===== src/rtl/dacbank_pkg.sv =====
package dacbank_pkg;

    // Front-end transfer states
    typedef enum logic [1:0] {
        ST_IDLE  = 2'd0,   // select high, waiting for a frame
        ST_SHIFT = 2'd1,   // select low, shifting on serial clock rises
        ST_LOAD  = 2'd2    // one-cycle commit into a channel register
    } fe_state_t;

    localparam int DEF_NUM_CH   = 8;
    localparam int DEF_CODE_W   = 8;
    localparam int DEF_SYNC_STG = 2;

endpackage


===== src/rtl/dacbank_sync.sv =====
module dacbank_sync #(
    parameter int           W       = 1,
    parameter int           STAGES  = 2,
    parameter logic [W-1:0] RST_VAL = '0
) (
    input  logic         clk,
    input  logic         rst_n,
    input  logic [W-1:0] d,
    output logic [W-1:0] q
);

    logic [W-1:0] stg [STAGES];

    for (genvar s = 0; s < STAGES; s++) begin : g_stage
        if (s == 0) begin : g_first
            always_ff @(posedge clk or negedge rst_n) begin
                if (!rst_n) stg[s] <= RST_VAL;
                else        stg[s] <= d;
            end
        end else begin : g_next
            always_ff @(posedge clk or negedge rst_n) begin
                if (!rst_n) stg[s] <= RST_VAL;
                else        stg[s] <= stg[s-1];
            end
        end
    end

    assign q = stg[STAGES-1];

endmodule


===== src/rtl/dacbank_serial.sv =====
module dacbank_serial
    import dacbank_pkg::*;
#(
    parameter int ADDR_W = 3,
    parameter int CODE_W = 8,
    localparam int WORD_W = ADDR_W + CODE_W
) (
    input  logic              clk,
    input  logic              rst_n,
    input  logic              sclk_s,
    input  logic              sel_n_s,
    input  logic              sdi_s,
    output fe_state_t         state,
    output logic [WORD_W-1:0] shreg,
    output logic              sclk_rise,
    output logic              load
);

    fe_state_t nxt;
    logic      sclk_q;

    // serial clock edge detect in the block clock domain
    always_ff @(posedge clk or negedge rst_n) begin
        if (!rst_n) sclk_q <= 1'b0;
        else        sclk_q <= sclk_s;
    end
    assign sclk_rise = sclk_s & ~sclk_q;

    // state register
    always_ff @(posedge clk or negedge rst_n) begin
        if (!rst_n) state <= ST_IDLE;
        else        state <= nxt;
    end

    // transitions: open, close, commit
    always_comb begin
        nxt = state;
        unique case (state)
            ST_IDLE:  if (!sel_n_s) nxt = ST_SHIFT;   // open
            ST_SHIFT: if (sel_n_s)  nxt = ST_LOAD;    // close
            ST_LOAD:                nxt = ST_IDLE;    // commit
            default:                nxt = ST_IDLE;
        endcase
    end

    // state outputs
    always_comb begin
        load = 1'b0;
        unique case (state)
            ST_IDLE:  load = 1'b0;
            ST_SHIFT: load = 1'b0;
            ST_LOAD:  load = 1'b1;
            default:  load = 1'b0;
        endcase
    end

    // sliding window shift register, MSB first
    always_ff @(posedge clk or negedge rst_n) begin
        if (!rst_n)
            shreg <= '0;
        else if (state == ST_SHIFT && sclk_rise)
            shreg <= {shreg[WORD_W-2:0], sdi_s};
    end

endmodule


===== src/rtl/dacbank_chanregs.sv =====
module dacbank_chanregs #(
    parameter int NUM_CH = 8,
    parameter int CODE_W = 8,
    localparam int ADDR_W = $clog2(NUM_CH),
    localparam int WORD_W = ADDR_W + CODE_W,
    localparam logic [CODE_W-1:0] MID = CODE_W'(1) << (CODE_W - 1)
) (
    input  logic                           clk,
    input  logic                           rst_n,
    input  logic                           load,
    input  logic [WORD_W-1:0]              word,
    output logic [NUM_CH-1:0]              load_vec,
    output logic [NUM_CH-1:0][CODE_W-1:0]  codes
);

    logic [ADDR_W-1:0] addr;
    logic [CODE_W-1:0] data;

    assign addr = word[WORD_W-1:CODE_W];
    assign data = word[CODE_W-1:0];

    for (genvar i = 0; i < NUM_CH; i++) begin : g_ch
        assign load_vec[i] = load && (addr == ADDR_W'(i));

        always_ff @(posedge clk or negedge rst_n) begin
            if (!rst_n)           codes[i] <= MID;
            else if (load_vec[i]) codes[i] <= data;
        end
    end

endmodule


===== src/rtl/dacbank_top.sv =====
module dacbank_top
    import dacbank_pkg::*;
#(
    parameter int NUM_CH   = DEF_NUM_CH,
    parameter int CODE_W   = DEF_CODE_W,
    parameter int SYNC_STG = DEF_SYNC_STG,
    localparam int ADDR_W = $clog2(NUM_CH),
    localparam int WORD_W = ADDR_W + CODE_W
) (
    input  logic                          clk,
    input  logic                          ser_clk,
    input  logic                          sel_n,
    input  logic                          ser_din,
    input  logic                          midscale_rst_n,
    input  logic                          pwrdn_n,
    output logic [NUM_CH-1:0][CODE_W-1:0] chan_code,
    output logic                          out_en
);

    logic [3:0]        pins_s;
    logic              sclk_s, sel_n_s, sdi_s, pwrdn_s;
    fe_state_t         state_w;
    logic [WORD_W-1:0] shreg_w;
    logic              sclk_rise_w;
    logic              load_w;
    logic [NUM_CH-1:0] load_vec_w;

    // bit order: serial clock, select, data, shutdown
    dacbank_sync #(
        .W       (4),
        .STAGES  (SYNC_STG),
        .RST_VAL (4'b0101)
    ) u_sync (
        .clk   (clk),
        .rst_n (midscale_rst_n),
        .d     ({ser_clk, sel_n, ser_din, pwrdn_n}),
        .q     (pins_s)
    );

    assign {sclk_s, sel_n_s, sdi_s, pwrdn_s} = pins_s;

    dacbank_serial #(
        .ADDR_W (ADDR_W),
        .CODE_W (CODE_W)
    ) u_serial (
        .clk       (clk),
        .rst_n     (midscale_rst_n),
        .sclk_s    (sclk_s),
        .sel_n_s   (sel_n_s),
        .sdi_s     (sdi_s),
        .state     (state_w),
        .shreg     (shreg_w),
        .sclk_rise (sclk_rise_w),
        .load      (load_w)
    );

    dacbank_chanregs #(
        .NUM_CH (NUM_CH),
        .CODE_W (CODE_W)
    ) u_regs (
        .clk      (clk),
        .rst_n    (midscale_rst_n),
        .load     (load_w),
        .word     (shreg_w),
        .load_vec (load_vec_w),
        .codes    (chan_code)
    );

    assign out_en = pwrdn_s;

endmodule


===== config.mk =====
export PLATFORM = sky130hd
export DESIGN_NAME = dacbank_top
export DESIGN_NICKNAME = d
export VERILOG_FILES = /design/src/rtl/dacbank_pkg.sv /design/src/rtl/dacbank_sync.sv /design/src/rtl/dacbank_serial.sv /design/src/rtl/dacbank_chanregs.sv /design/src/rtl/dacbank_top.sv
export SDC_FILE = /design/constraint.sdc
export NUM_CORES = 1
export LEC_CHECK = 0
export BUFFER_PORTS_ARGS = -buffer_cell sky130_fd_sc_hd__buf_4
export CORE_AREA = 4 4 86 88
export DETAILED_ROUTE_END_ITERATION = 10
export DIE_AREA = 0 0 90 92
export PLACE_DENSITY_LB_ADDON = 0.12
export SLEW_MARGIN = 20
export SYNTH_ARGS = -nofsm -noshare
export SYNTH_HDL_FRONTEND = slang
export SYNTH_SLANG_ARGS = --single-unit

===== constraint.sdc =====
create_clock -name clk -period 1.7 [get_ports clk]
set_input_delay 0.085 -clock clk [delete_from_list [all_inputs] [get_ports clk]]
set_output_delay 0.085 -clock clk [all_outputs]
set_load 0.01 [all_outputs]

==> impl_results.md <==
- Clock Tree Buf Depth: 2
- Commonest non-fill, non-tap cell in the layout: mux2_2
- Slew margin rel.: 68.55%
- Worst Tran Pin Value: 0.4717 ns
- Largest delay share family, worst path: simple AND/OR/NAND/NOR gates
- Final setup vio count: 0
- Remaining routing DRC violations: 0
- Sequential fraction of the synthesis area: 67.18%
- Sequential power share: 54.9%
- Starting Density: 48.55%
- DP HPWL: 3880 um
- Clock Power Share: 36.5%
- Vias: 1777
- GRT Residual Overflow: 0
- Placed cell count: 329
- Total number of yosys warnings: 0
- VDD IR-drop max: 548.5 uV
- Clock transition at path regs: 0.08 ns
- Pin count of the biggest net entering global routing: 54
- Post-route clock skew: 0.01053 ns
- Max-slew violations: 0
- Post-CTS setup buffer count: 0
- Achievable Freq: 0.6372 GHz
- CP Cell Sequence: nand3b_4, nor3b_4, mux2_2
- Worst Path Buf+Inv: 0
- Most frequent cells in the layout: mux2_2 (75), dfrtp_1 (74), buf_4 (72), dfstp_2 (12), clkbuf_8 (9)
- Detail Route Antenna Nets: 0
- Sw Pwr: 1.176 mW
- Mapped Cells: 189
- Internal: 3.423 mW
- Crit-path slowest cell: dfrtp_1
- CTS tree: done
- Status: complete, no violations
- GPL Wtd Cong: 0.7164
- Worst hold path type: in2async
- Mapped cell area: 0.003226 sq mm
- Syn nets: 195
- Max-cap violations: 0
- Crit. End Element: register
- Layout cells sized above 1: 68.15%
- Power Density: 1117 mW/mm^2
- I/O pin count: 71
- 1st-pass router iterations: 4
- Nets@finish: 271
- Switching share of power: 25.58%
- Min Clock Period, post-route: 1.569 ns
- Vias in the first global route: 1890
- Initial DRC Count: 38
- Syn avg cell area: 17.07 sq um
- Row cnt: 30
- H-tree levels: 3
- Initial antenna violation count: 0
- Die footprint: 0.008280 sq mm
- IO Port Bufs: 70
- Die Span Y: 92 um
- Slowest cell delay on critical path: 0.43 ns
- Routed WL: 6133 um
- Core area: 0.006644 sq mm
- N_diodes: 0
- Fin crit share: 92.31%
- CP Launch Type: register
- Finished Layout Cells: 350
- Worst-path fanout max: 8
- Pleak: 2.127 nW
- Overall routing resource usage: 15.86%
- Root buffer cell: clkbuf_8
- Largest area contributor in the netlist: dfrtp_1
- Hold Vio Cnt, Final: 0
- Clock buffer count from CTS: 9
- Post-synth cell types: 17
- Clk sink count: 86
- RSZ-0062 raised after global routing: no
- Clk Latency, worst-skew pair: 0.35 ns
- Gate power share: 8.6%
- CP required: 1.94 ns
- Via-to-Cell Ratio: 5.077
- Layout area overhead: 27.62%
- Horiz. Die Dim: 90 um
- First-pass GRT wire length: 10100 um
- Main area contributors after synthesis: dfrtp_1 (57%), mux2_2 (26%), dfstp_2 (9.8%)
- Crit Path Category: reg2reg
- WL/cell: 17.52 um
- Synth Register Bits: 86
- Setup tns final: 0 ns
- Arrival time at the worst endpoint: 1.81 ns
- Share of the synthesized area in the top cell type: 57.41%
- CTS resizes: 0
==> final timing paths <==
path	from	endpoint	slack, ns	depth (start not counted)
max in group asynchronous	midscale_rst_n	u_sync.q[2]$_DFF_PN1_	0.82	3
worst min register to register	u_sync.stg[5]$_DFF_PN0_	u_sync.q[1]$_DFF_PN0_	0.35	0
min in group clk	u_sync.stg[5]$_DFF_PN0_	u_sync.q[1]$_DFF_PN0_	0.35	0
worst max-delay path	u_serial.state[0]$_DFFE_PN0P_	u_regs.codes[54]$_DFFE_PN0P_	0.13	3
worst min-delay path	midscale_rst_n	u_regs.codes[38]$_DFFE_PN0P_	0.21	2
worst max register to register	u_serial.state[0]$_DFFE_PN0P_	u_regs.codes[54]$_DFFE_PN0P_	0.13	3
==> power groups by stage <==
| stage | logic [mW] | clock network, mW | registers (mW) |
|---|---|---|---|
| 2_1_floorplan | 0.301 | 0 | 2.34 |
| 3_3_place_gp | 0.389 | 0 | 2.57 |
| 3_5_place_dp | 0.394 | 0 | 2.58 |
| 4_1_cts | 0.403 | 1.72 | 2.54 |
| 5_1_grt | 0.432 | 1.81 | 2.57 |
| 6_report | 0.393 | 1.68 | 2.53 |
==> metal layers <==
layer	global-route usage [%]	vias up	share of wire [%]
met5	0	-	0
met4	6.122	0	1.2
met3	5.414	6	5.7
met2	24.33	45	47
met1	20.88	911	46
li1	-	815	-
==> repair_timing <==
action / CTS / global route
hold buffers: 5 / 0
setup endpoints to repair: 0 / 0
endpoints found under the hold margin: 36 / 0
==> flip-flops by register name, summed over array words and instances, names as in the netlist <==
| name | flops |
|---|---|
| u_regs.codes | 64 |
| u_serial.sclk_q | 1 |
| u_serial.shreg | 11 |
| u_serial.state | 2 |
| u_sync.q | 4 |
| u_sync.stg | 4 |
==> metrics by stage <==
step           hold slack (ns)  utilization, %  area (sq um)  setup slack [ns]  power [mW]
2_1_floorplan          -0.2106               -          3226            0.2412       2.640
3_3_place_gp           0.06276           57.63          3829            0.1610       2.960
3_5_place_dp           0.05937           57.63          3829            0.1410       2.972
4_1_cts                 0.2163           61.96          4116            0.1246       4.667
5_1_grt                 0.2371           61.96          4116           0.05762       4.816
6_report                0.2118           61.96          4116            0.1307       4.599
==> synth_stat cells <==
| cell | number |
|---|---|
| and3_1 | 1 |
| nand2_1 | 1 |
| buf_2 | 4 |
| mux2_2 | 75 |
| buf_4 | 1 |
| nor2_2 | 1 |
| nand2_2 | 1 |
| nand2b_1 | 1 |
| dfstp_2 | 12 |
| dfrtp_1 | 74 |
| nor2_1 | 2 |
| and3b_1 | 1 |
| buf_1 | 8 |
| and4bb_2 | 1 |
| nand3b_4 | 1 |
| nor3b_4 | 3 |
| nand3b_2 | 2 |
==> kinds of logic (layout without fill, tap and decap cells) <==
group / count (synthesis) / count (layout) / synth area share, %
buffers and inverters: 13 / 94 / 1.784
flip-flops: 86 / 86 / 67.18
AND/OR/NAND/NOR: 15 / 15 / 4.849
multiplexers: 75 / 75 / 26.18
==> layout make-up <==
class | instances | area (sq um)
tap | 80 | 100.1
sequential | 86 | 2167
clock inverter | 6 | 110.1
timing repair buffer | 78 | 610.6
clock buffer | 10 | 127.6
multi-input combinational | 90 | 1001
fill | 533 | 2527
Note: power is estimated with default switching activity, not from simulation.
